--- config.mk ---
export PLATFORM = sky130hd
export DESIGN_NAME = bus_own_ctrl
export DESIGN_NICKNAME = d
export VERILOG_FILES = /design/src/rtl/bus_own_pkg.sv /design/src/rtl/bus_own_insync.sv /design/src/rtl/bus_own_timer.sv /design/src/rtl/bus_own_fsm.sv /design/src/rtl/bus_own_ctrl.sv
export SDC_FILE = /design/constraint.sdc
export NUM_CORES = 1
export LEC_CHECK = 0
export BUFFER_PORTS_ARGS = -buffer_cell sky130_fd_sc_hd__clkbuf_2
export CORE_MARGIN = 2
export CORE_UTILIZATION = 50
export DETAILED_ROUTE_END_ITERATION = 8
export PLACE_DENSITY = 0.81
export SYNTH_ARGS = -nofsm -noshare
export SYNTH_HDL_FRONTEND = slang
export SYNTH_HIERARCHICAL = 1
export SYNTH_SLANG_ARGS = --single-unit
--- constraint.sdc ---
create_clock -name clk -period 2.9 [get_ports clk]
set_input_delay 0.145 -clock clk [delete_from_list [all_inputs] [get_ports clk]]
set_output_delay 0.145 -clock clk [all_outputs]
set_load 0.005 [all_outputs]
--- src/rtl/bus_own_pkg.sv ---
package bus_own_pkg;

   typedef enum logic [2:0] {
      SLAVE_IDLE       = 3'd0,
      REQ_WAIT_GNT     = 3'd1,
      REQ_DROP         = 3'd2,
      WAIT_REL         = 3'd3,
      MASTER           = 3'd4,
      RELINQUISH_DELAY = 3'd5,
      REL_PULSE        = 3'd6
   } own_state_e;

   function automatic logic st_requesting(own_state_e s);
      return (s == REQ_WAIT_GNT) || (s == REQ_DROP);
   endfunction

   function automatic logic st_owning(own_state_e s);
      return (s == MASTER) || (s == RELINQUISH_DELAY);
   endfunction

endpackage

--- src/rtl/bus_own_insync.sv ---
module bus_own_insync #(
   parameter int W     = 2,
   parameter int DEPTH = 1
) (
   input  logic         clk,
   input  logic         rst_n,
   input  logic [W-1:0] din,
   output logic [W-1:0] dout
);

   generate
      if (DEPTH < 1) begin : g_bad_depth
         $error("bus_own_insync: DEPTH must be at least 1");
      end
   endgenerate

   logic [W-1:0] stage [DEPTH];

   always_ff @(posedge clk or negedge rst_n) begin
      if (!rst_n) stage[0] <= '0;
      else        stage[0] <= din;
   end

   generate
      for (genvar i = 1; i < DEPTH; i++) begin : g_chain
         always_ff @(posedge clk or negedge rst_n) begin
            if (!rst_n) stage[i] <= '0;
            else        stage[i] <= stage[i-1];
         end
      end
   endgenerate

   assign dout = stage[DEPTH-1];

endmodule

--- src/rtl/bus_own_timer.sv ---
module bus_own_timer #(
   parameter int LAT = 2
) (
   input  logic clk,
   input  logic rst_n,
   input  logic start,
   output logic fire
);

   localparam int CW = $clog2(LAT + 1);

   generate
      if (LAT < 2) begin : g_bad_lat
         $error("bus_own_timer: LAT must be at least 2");
      end
   endgenerate

   logic [CW-1:0] cnt;
   logic          busy;

   assign fire = busy && (cnt == CW'(LAT - 1));

   always_ff @(posedge clk or negedge rst_n) begin
      if (!rst_n) begin
         busy <= 1'b0;
         cnt  <= '0;
      end else if (start) begin
         busy <= 1'b1;
         cnt  <= CW'(1);
      end else if (fire) begin
         busy <= 1'b0;
      end else if (busy) begin
         cnt  <= cnt + CW'(1);
      end
   end

endmodule

--- src/rtl/bus_own_fsm.sv ---
module bus_own_fsm
   import bus_own_pkg::*;
#(
   parameter int LAT = 2
) (
   input  logic       clk,
   input  logic       rst_n,
   input  logic       want,
   input  logic       gnt_seen,
   input  logic       rel_seen,
   input  logic       issue_busy,
   output own_state_e state,
   output logic       req_act,
   output logic       owning,
   output logic       issue_ok,
   output logic       rel_drive
);

   own_state_e nxt;
   logic       rel_seen_d;
   logic       rel_rise;
   logic       win_closed;
   logic       g_start, g_fire;
   logic       r_start, r_fire;
   logic       h_start, h_fire;

   assign rel_rise = rel_seen && !rel_seen_d;

   assign g_start = (state == REQ_WAIT_GNT) && gnt_seen;
   assign r_start = rel_rise &&
                    (((state == REQ_WAIT_GNT) && gnt_seen) ||
                     (state == REQ_DROP) || (state == WAIT_REL));
   assign h_start = (state == MASTER) && !gnt_seen;

   bus_own_timer #(.LAT(LAT)) u_gtmr (
      .clk(clk), .rst_n(rst_n), .start(g_start), .fire(g_fire));
   bus_own_timer #(.LAT(LAT)) u_rtmr (
      .clk(clk), .rst_n(rst_n), .start(r_start), .fire(r_fire));
   bus_own_timer #(.LAT(LAT)) u_htmr (
      .clk(clk), .rst_n(rst_n), .start(h_start), .fire(h_fire));

   always_comb begin
      nxt = state;
      unique case (state)
         SLAVE_IDLE:       if (want) nxt = REQ_WAIT_GNT;
         REQ_WAIT_GNT:     if (gnt_seen) nxt = REQ_DROP;
         REQ_DROP:         if (g_fire) nxt = r_fire ? MASTER : WAIT_REL;
         WAIT_REL:         if (r_fire) nxt = MASTER;
         MASTER:           if (!gnt_seen) nxt = RELINQUISH_DELAY;
         RELINQUISH_DELAY: if ((h_fire || win_closed) && !issue_busy) nxt = REL_PULSE;
         REL_PULSE:        nxt = SLAVE_IDLE;
         default:          nxt = SLAVE_IDLE;
      endcase
   end

   always_ff @(posedge clk or negedge rst_n) begin
      if (!rst_n) begin
         state      <= SLAVE_IDLE;
         rel_seen_d <= 1'b0;
         win_closed <= 1'b0;
      end else begin
         state      <= nxt;
         rel_seen_d <= rel_seen;
         if (state != RELINQUISH_DELAY) win_closed <= 1'b0;
         else if (h_fire)               win_closed <= 1'b1;
      end
   end

   assign req_act   = st_requesting(state);
   assign owning    = st_owning(state);
   assign issue_ok  = (state == MASTER) ||
                      ((state == RELINQUISH_DELAY) && !win_closed);
   assign rel_drive = (state == REL_PULSE);

endmodule

--- src/rtl/bus_own_ctrl.sv ---
module bus_own_ctrl
   import bus_own_pkg::*;
#(
   parameter int NRES       = 2,
   parameter int SYNC_DEPTH = 1,
   parameter int OBS_LAT    = 2
) (
   input  logic            clk,
   input  logic            rst_n,
   input  logic            core_pend,
   input  logic [NRES-1:0] rsrc_ok,
   input  logic            issue_busy,
   input  logic            gnt_n_i,
   input  logic            rel_n_i,
   output logic            req_n_o,
   output logic            rel_n_o,
   output logic            rel_oe_o,
   output logic            master_o,
   output logic            issue_ok_o
);

   localparam int HS_W = 2;

   generate
      if (NRES < 1) begin : g_bad_nres
         $error("bus_own_ctrl: NRES must be at least 1");
      end
   endgenerate

   logic [HS_W-1:0] hs_raw, hs_obs;
   logic            want;
   logic            req_act, owning, issue_ok, rel_drive;
   own_state_e      state;

   assign hs_raw = {~gnt_n_i, ~rel_n_i & ~rel_oe_o};

   bus_own_insync #(.W(HS_W), .DEPTH(SYNC_DEPTH)) u_sync (
      .clk(clk), .rst_n(rst_n), .din(hs_raw), .dout(hs_obs));

   assign want = core_pend && (&rsrc_ok);

   bus_own_fsm #(.LAT(OBS_LAT)) u_fsm (
      .clk(clk), .rst_n(rst_n), .want(want),
      .gnt_seen(hs_obs[1]), .rel_seen(hs_obs[0]),
      .issue_busy(issue_busy), .state(state),
      .req_act(req_act), .owning(owning),
      .issue_ok(issue_ok), .rel_drive(rel_drive));

   assign req_n_o    = ~req_act;
   assign master_o   = owning;
   assign issue_ok_o = issue_ok;
   assign rel_oe_o   = rel_drive;
   assign rel_n_o    = ~rel_drive;

endmodule

After elaboration in Yosys (flattened, before gate mapping)
Cells that the tools add are included.
Widths: inputs -> output; s select.

word-level totals
  logic and storage cells = 95
  output and inout port bits = 5
  register bits after elaboration = 16

operators by class
  reductions and logical operators = 33
  bitwise gates (word level) = 5
  equality and inequality tests = 19
  $add $sub $neg = 3
  muxes and demuxes = 25

operators by type and width
  cell                 count
  $mux 3               7
  $mux 2               9
  $pmux 3 s6           1
  $ne 2x1->1 const B   7
  $reduce_bool 2->1    7
  $logic_and 1x1->1    10
  $eq 3x3->1 const B   3
  $mux 1               8
  $reduce_and 2->1     4
  $add 2x1->2 const B  3
  $eq 2x1->1 const B   3
  $eq 3x2->1 const B   2
  $logic_or 1x1->1     6
  $reduce_and 6->1     1
  $logic_not 1->1      4
  $ne 2x2->1 const B   2
  $not 1->1            4
  $eq 3x1->1 const B   1
  $logic_not 3->1      1
  $ne 3x3->1 const B   1
  $and 1x1->1          1

Depth between registers and ports, before layout
Gate-level depths: netlist (run 1).

  depth after elaboration = 7
  depth in mapped cells = 7

Cells and area by module
The synthesis (run 1) kept the hierarchy.

modules (own cells, without submodules)
  module          instances  area an instance (µm²)  cells an instance
  bus_own_timer   3          150.1                   13
  bus_own_fsm     1          299.0                   32
  bus_own_insync  1          50.0                    2
  bus_own_ctrl    1          21.3                    5

Worst setup path before layout (run 1)
No wires, ideal clock.

  path type = register to register
  start = register u_fsm.state[1]
  end = register u_fsm.u_rtmr.cnt[0]
  library setup time = 79 ps
  slack = 1291 ps
  data arrival time = 1529 ps
  stages on the path, launching flop included = 6
  period minus slack after synthesis = 1609 ps
  data required time = 2821 ps
  cells stage by stage = dfrtp_1 > nor4b_2 > nor2b_1 > nor3b_2 > and2b_2 > mux2i_1

between the ends
  cells in the longest elaborated chain, start to end = 7
  elaborated cells on any way between the ends = 11

RTL lines
  item                                                       RTL line             source
  start: declaration                                         bus_own_fsm.sv:12    output own_state_e state,
  start signal: assignment                                   bus_own_fsm.sv:62    state <= nxt;
  $eq 3x1->1 *                                               -
  $logic_and 1x1->1 *                                        -
  via u_fsm.g_start                                          bus_own_fsm.sv:23    logic g_start, g_fire;
  $logic_or 1x1->1 *                                         bus_own_fsm.sv:31    (((state == REQ_WAIT_GNT) && gnt_seen) ||
  $logic_or 1x1->1 *                                         bus_own_fsm.sv:32    (state == REQ_DROP) || (state == WAIT_REL));
  $logic_and 1x1->1 *                                        bus_own_fsm.sv:30    assign r_start = rel_rise &&
  via u_fsm.r_start                                          bus_own_fsm.sv:24    logic r_start, r_fire;
  $ne 2x1->1 (no line) or $reduce_bool 2->1 (tied branches)  -
  $reduce_and 2->1 (no line)                                 -
  end signal: assignment                                     bus_own_timer.sv:33  cnt <= cnt + CW'(1);
  end: declaration                                           bus_own_timer.sv:18  logic [CW-1:0] cnt;

Mark *: on every way through the listed nets, which the timed path passes. The rest lies on a longest branch.
A chain may end at the register's enable or synchronous reset.

Final worst setup path (run 1)
  start = register u_fsm.state[0]
  end = register u_fsm.u_rtmr.cnt[0]

The elaborated chain is that of the path after synthesis.

==> flow_summary.json, run 1 <==
{
  "outcome": "completed",
  "synth_compound_area_share_pct": 7.622,
  "globalRouteMet1Util_pct": 22.92,
  "fmax_mhz": 557.7,
  "arrival_ns": 2.01,
  "die_w_um": 44.52,
  "cts-buffers-inserted": 3,
  "dpl.hpwl_um": 1057,
  "synth_fa_ha_area_share_pct": 4.573,
  "clock_latency_ns": 0.29,
  "synth_fp_nets": 89,
  "grt_max_degree": 17,
  "finalHoldViolCount": 0,
  "drc": 0,
  "ys_seq_area_share_pct": 48.78,
  "setup_tns_ns": 0,
  "synth_xor_area_share_pct": 1.067,
  "synth_top_family_by_area": "simple AND/OR/NAND/NOR gates",
  "slew_violations": 0,
  "cts-root-buf": "clkbuf_4",
  "syn2layout_area_growth_pct": 15.24,
  "post_drt_wl_per_cell_um": 12.50,
  "vias_per_cell": 5.441,
  "vdd_ir_drop_max_mv": 0.5063,
  "power.leakage_nw": 0.4494,
  "synth_area_leaders": "dfrtp_1 49%, ha_1 4.6%, mux2i_1 3.7%, or4b_1 3.7%, inv_1 3.7%",
  "whs_ns": 0.2790,
  "fin_worst_skew_ns": 0.01143,
  "setup_viol": 0,
  "grt-busiest-layer": "met2",
  "fp.dieArea_sq_um": 1982,
  "port_buffers": 12,
  "core_sq_um": 1524,
  "nFillCells": 122,
  "yosysWarnings": 6,
  "start_kind": "register",
  "required_ns": 3.12,
  "grtUsageTotal_pct": 18.40,
  "via_count": 604,
  "initial_core_util_pct": 53.86,
  "h-tree-depth": 1,
  "die_y_um": 44.52,
  "grt.met3_usage_pct": 7.347,
  "synth_top_area_cell": "dfrtp_1",
  "synth-seq-cells": 16,
  "firstDrtPassIters": 4,
  "synth_cell_types": 27,
  "worstMarginPinSlew_ns": 0.4857,
  "grt_pass1_vias": 633,
  "slew_headroom_pct": 67.37,
  "cellPowerDensity_nw_per_um2": 805.5,
  "fin_nets": 108,
  "ant_nets": 0,
  "synthMuxAreaShare_pct": 5.030,
  "cp-end-kind": "register",
  "cp_max_fo": 10,
  "antenna_found_initial": 0,
  "synthSimpleGateAreaFrac_pct": 28.35,
  "ios": 13,
  "grtUsageMet2_pct": 27.83,
  "gp_congestion": 0.8471,
  "min_period_over_period_pct": 61.82,
  "rsz0062_at_grt": "no",
  "yosys.area.top_type_share_pct": 48.78,
  "syn-cell-area_sq_um": 820.8,
  "drive_gt1_share_pct": 22.11,
  "period_needed_ns": 1.793,
  "antenna_cells": 0,
  "row_count": 14,
  "cts_max_path_buffers": 2,
  "cts_tree": "done",
  "wirelength_um": 1387,
  "cts.sinks": 16,
  "grt_overflow": 0,
  "clkTransAtPathRegs_ns": 0.09,
  "hold_class": "input pin to register",
  "path_class": "register to register",
  "syn_inst": 78,
  "maxCapViolCount": 0,
  "first_iter_violations": 13,
  "grt_pass1_wl_um": 2601,
  "avgSynthCellArea_sq_um": 10.52
}
[repair_timing]
| action | CTS | global route |
|---|---|---|
| resized for setup | 0 | 0 |
| setup endpoints to repair | 0 | 0 |
| endpoints found under the hold margin | 18 | 0 |
| buffers inserted | 0 | 0 |
| hold buffers | 3 | 0 |
[path summary, 6_finish.rpt]
kind | from | endpoint | slack [ns] | depth (start not counted)
worst max-delay path | u_fsm/state[0] | u_fsm/u_rtmr/cnt[0] | 1.11 | 5
worst max register to register | u_fsm/state[0] | u_fsm/u_rtmr/cnt[0] | 1.11 | 5
worst min register to register | u_sync/dout[0] | u_fsm/rel_seen_d | 0.39 | 0
min in group asynchronous | rst_n | u_fsm/u_htmr/cnt[1] | 0.29 | 2
worst min-delay path | issue_busy | u_fsm/state[1] | 0.28 | 5
max in group asynchronous | rst_n | u_sync/dout[1] | 2.32 | 2
[kinds of logic (layout without fill, tap and decap cells)]
| kind of cell | Yosys count | count (layout) |
|---|---|---|
| XOR/XNOR | 1 | 1 |
| flip-flops | 16 | 16 |
| multiplexers | 4 | 4 |
| AND/OR/NAND/NOR | 35 | 35 |
| buffers and inverters | 9 | 26 |
| AO/OA/AOI/OAI | 10 | 10 |
| adder cells (fa/ha/maj) | 3 | 3 |
[layout by cell type (no fill, tap or decap), types with 4 or more instances in the layout]
master	count
dfrtp_1	16
clkbuf_2	12
nor2_1	7
inv_1	8
nand2b_1	4
nor2b_1	4
[through the flow]
step | setup WS [ns] | cells | instance area, sq um | utilization, % | power (mW)
2_1_floorplan | 1.291 | 78 | 820.8 | - | 0.5721
3_3_place_gp | 1.200 | 105 | 893.4 | 58.62 | 0.6337
3_5_place_dp | 1.106 | 105 | 893.4 | 58.62 | 0.6535
4_1_cts | 1.086 | 111 | 945.9 | 62.07 | 0.7727
5_1_grt | 0.8703 | 111 | 945.9 | 62.07 | 0.8299
6_report | 1.107 | 111 | 945.9 | 62.07 | 0.7619
[registers in the layout, indices dropped and copies added, names as in the netlist]
signal and cells:
u_fsm/state 3, u_fsm/u_htmr/cnt 2, u_fsm/u_rtmr/busy 1, u_sync/dout 2, u_fsm/u_gtmr/busy 1, u_fsm/u_gtmr/cnt 2, u_fsm/u_rtmr/cnt 2, u_fsm/u_htmr/busy 1
u_fsm/rel_seen_d 1, u_fsm/win_closed 1
[synth_stat cells]
cell	n
o21ai_1	1
mux2i_1	3
nor3_1	1
nor3b_2	1
ha_1	3
and2b_2	3
o31ai_1	3
nand2_1	2
o21ai_0	3
buf_4	1
or2_1	3
o22ai_1	1
dfrtp_1	16
xnor2_1	1
nor2_1	7
and2_1	3
nand2b_1	4
o32ai_1	1
nor3b_1	1
or4b_1	3
a21oi_1	1
mux2_2	1
inv_1	8
and3b_1	1
nor2b_1	4
and3_1	1
nor4b_2	1
[power breakdown]
| group | total [mW] | leakage (nW) | switching, mW | internal [mW] |
|---|---|---|---|---|
| clock | 0.111 | 0.0138 | 0.0623 | 0.0482 |
| combinational | 0.296 | 0.234 | 0.139 | 0.157 |
| sequential | 0.355 | 0.201 | 0.0638 | 0.292 |
| total | 0.762 | 0.449 | 0.265 | 0.497 |
[per-layer routing]
layer  vias up  share of wire (%)
met5         -                  0
li1        296                  -
met2        14                 47
met4         0                1.5
met3         4                4.1
met1       290                 48
[final cells by class]
type / count / area, sq um / area share, %
sequential: 16 / 400.4 / 42.33
multi-input combinational: 53 / 382.9 / 40.48
timing repair buffer: 15 / 90.09 / 9.524
inverter: 8 / 30.03 / 3.175
clock buffer: 3 / 22.52 / 2.381
tap: 16 / 20.02 / 2.116
[critical path: stages (launching register included)]
cell,delay (ns)
dfrtp_1,0.51
nor4b_2,0.47
nor2b_1,0.11
nor3b_2,0.28
and2b_2,0.25
mux2i_1,0.11
No activity file was read; power rests on OpenSTA's default activity.
==> inputs of run 2 (changes only) <==
- clock period: 2.9 -> 1.7 ns (I/O delays scaled with it)
==> run 2 against run 1 <==
Net effect:
- sequential power increased by 68%
- core utilization increased by 2.6 points
- cell count increased by 2.7%
- maximum frequency increased by 11%
- sequential share of layout area decreased by 1.5 points
- clock power increased by 130%
- flip-flop and latch count unchanged
- register-to-register slack got worse by 1.0 ns
- non-clock buffer count increased by 2
- combinational power increased by 88%
- die area unchanged
- hold slack got worse by 0.070 ns
- critical endpoint unchanged
==> flow_summary.json, run 2 (synthesis results as in run 1) <==
{
  "path_class": "register to register",
  "cts-buffers-inserted": 3,
  "fmax_mhz": 619.3,
  "most-common-layout-cells": "14 x dfrtp_1, 12 x clkbuf_2, 8 x inv_1",
  "row_count": 14,
  "r2r_slack_ns": 0.09,
  "arrival_ns": 1.83,
  "setup_viol": 0,
  "swShare_pct": 34.16,
  "antenna_found_initial": 0,
  "largest_reg_flops": 3,
  "vdd_ir_drop_max_mv": 0.8452,
  "gp_congestion": 0.8030,
  "dpl.hpwl_um": 1057,
  "firstDrtPassIters": 4,
  "grt_overflow": 0,
  "port_buffers": 12,
  "power.leakage_nw": 0.4667,
  "first_iter_violations": 14,
  "cp_max_fo": 7,
  "slew_headroom_pct": 68.82,
  "drive_gt1_share_pct": 26.53,
  "syn2layout_area_growth_pct": 20.12,
  "ant_nets": 0,
  "die_y_um": 44.52,
  "cts.sinks": 16,
  "die_w_um": 44.52,
  "antenna_cells": 0,
  "internal-power_mw": 0.9241,
  "period_needed_ns": 1.615,
  "wirelength_um": 1410,
  "grtUsageTotal_pct": 17.02,
  "core_sq_um": 1524,
  "layout_commonest_cell": "dfrtp_1",
  "fp.dieArea_sq_um": 1982,
  "via_count": 621,
  "fin_worst_skew_ns": 0.002053,
  "drc": 0,
  "min_period_over_period_pct": 94.98,
  "slew_violations": 0,
  "power_switching_mw": 0.4795,
  "whs_ns": 0.2090,
  "setup_tns_ns": 0,
  "grt_max_degree": 17,
  "h-tree-depth": 1,
  "worstMarginPinSlew_ns": 0.4641,
  "post_cts_buffers": 0,
  "post_drt_wl_per_cell_um": 12.37,
  "nFillCells": 119,
  "fin_nets": 110,
  "initial_core_util_pct": 53.86,
  "seqPwrFrac_pct": 42.5,
  "rsz0062_at_grt": "no",
  "cts_tree": "done",
  "outcome": "completed",
  "clkTransAtPathRegs_ns": 0.09,
  "maxCapViolCount": 0,
  "finalHoldViolCount": 0,
  "required_ns": 1.91,
  "hold_class": "input pin to register",
  "cellPowerDensity_nw_per_um2": 1424,
  "vias_per_cell": 5.447,
  "start_kind": "register",
  "cts_max_path_buffers": 2,
  "ios": 13,
  "power_mw": 1.404,
  "clockPowerShare_pct": 17.8,
  "cp-end-kind": "register",
  "power_frac_comb_pct": 39.7,
  "grt_pass1_vias": 597,
  "cts-root-buf": "clkbuf_4",
  "clock_latency_ns": 0.28,
  "regMostFlops": "u_fsm/state",
  "grt_pass1_wl_um": 2401
}
run 2: cell count changes in the layout (fill, tap and decap cells not counted):
cell,delta
dfrtp_1,-2
buf_4,+2
clkbuf_8,+1
nor4b_4,+1
nor4b_2,-1
dfrtp_2,+2
run 2: path summary, 6_finish.rpt:
check	startpoint	endpoint	depth (start not counted)
max in group asynchronous	rst_n	u_fsm/state[1]	2
min reg2reg	u_sync/dout[0]	u_fsm/rel_seen_d	0
max	u_fsm/state[1]	u_fsm/u_rtmr/cnt[0]	5
min	issue_busy	u_fsm/state[1]	5
min in group asynchronous	rst_n	u_fsm/u_htmr/cnt[1]	2
max reg2reg	u_fsm/state[1]	u_fsm/u_rtmr/cnt[0]	5
run 2: repair_timing:
action	in CTS	in global routing
setup endpoints to repair	0	1
endpoints found under the hold margin	18	0
gates resized for setup	0	3
hold buffers	3	0
run 2: per-layer routing:
| metal | share of wire [%] | GRT usage (%) | vias to the layer above |
|---|---|---|---|
| met3 | 4.0 | 5.306 | 4 |
| met5 | 0 | 0 | - |
| met4 | 2.1 | 8.485 | 0 |
| met2 | 49 | 26.96 | 17 |
| li1 | - | - | 303 |
| met1 | 45 | 20.84 | 297 |
run 2: layout make-up:
class	count	area, sq um	share of cell area, %
flip-flops and latches	16	402.9	40.86
inverters	8	30.03	3.046
clock buffers	4	36.28	3.680
multi-input cells	53	391.6	39.72
repair buffers	17	105.1	10.66
well taps	16	20.02	2.030
run 2: worst max-delay path: stages (launching register included):
cell	delay [ns]
dfrtp_2	0.47
nor4b_4	0.32
nor2b_1	0.09
nor3b_2	0.29
and2b_2	0.25
mux2i_1	0.12
run 2: per-stage QoR:
step	cell area (sq um)	std cells	setup slack [ns]	util, %
finish	985.9	114	0.08533	64.70
global route	985.9	114	0.004283	64.70
floorplan	820.8	78	0.09113	-
CTS	974.7	114	0.04989	63.96
global placement	908.4	107	0.1686	59.61
detailed placement	908.4	107	0.08307	59.61
run 2: power by group through the flow:
stage / Combinational (mW) / Clock [mW] / Sequential [mW]
floorplan: 0.407 / 0 / 0.569
global placement: 0.506 / 0 / 0.588
detailed placement: 0.539 / 0 / 0.594
CTS: 0.551 / 0.255 / 0.585
global route: 0.618 / 0.277 / 0.614
finish: 0.557 / 0.250 / 0.597
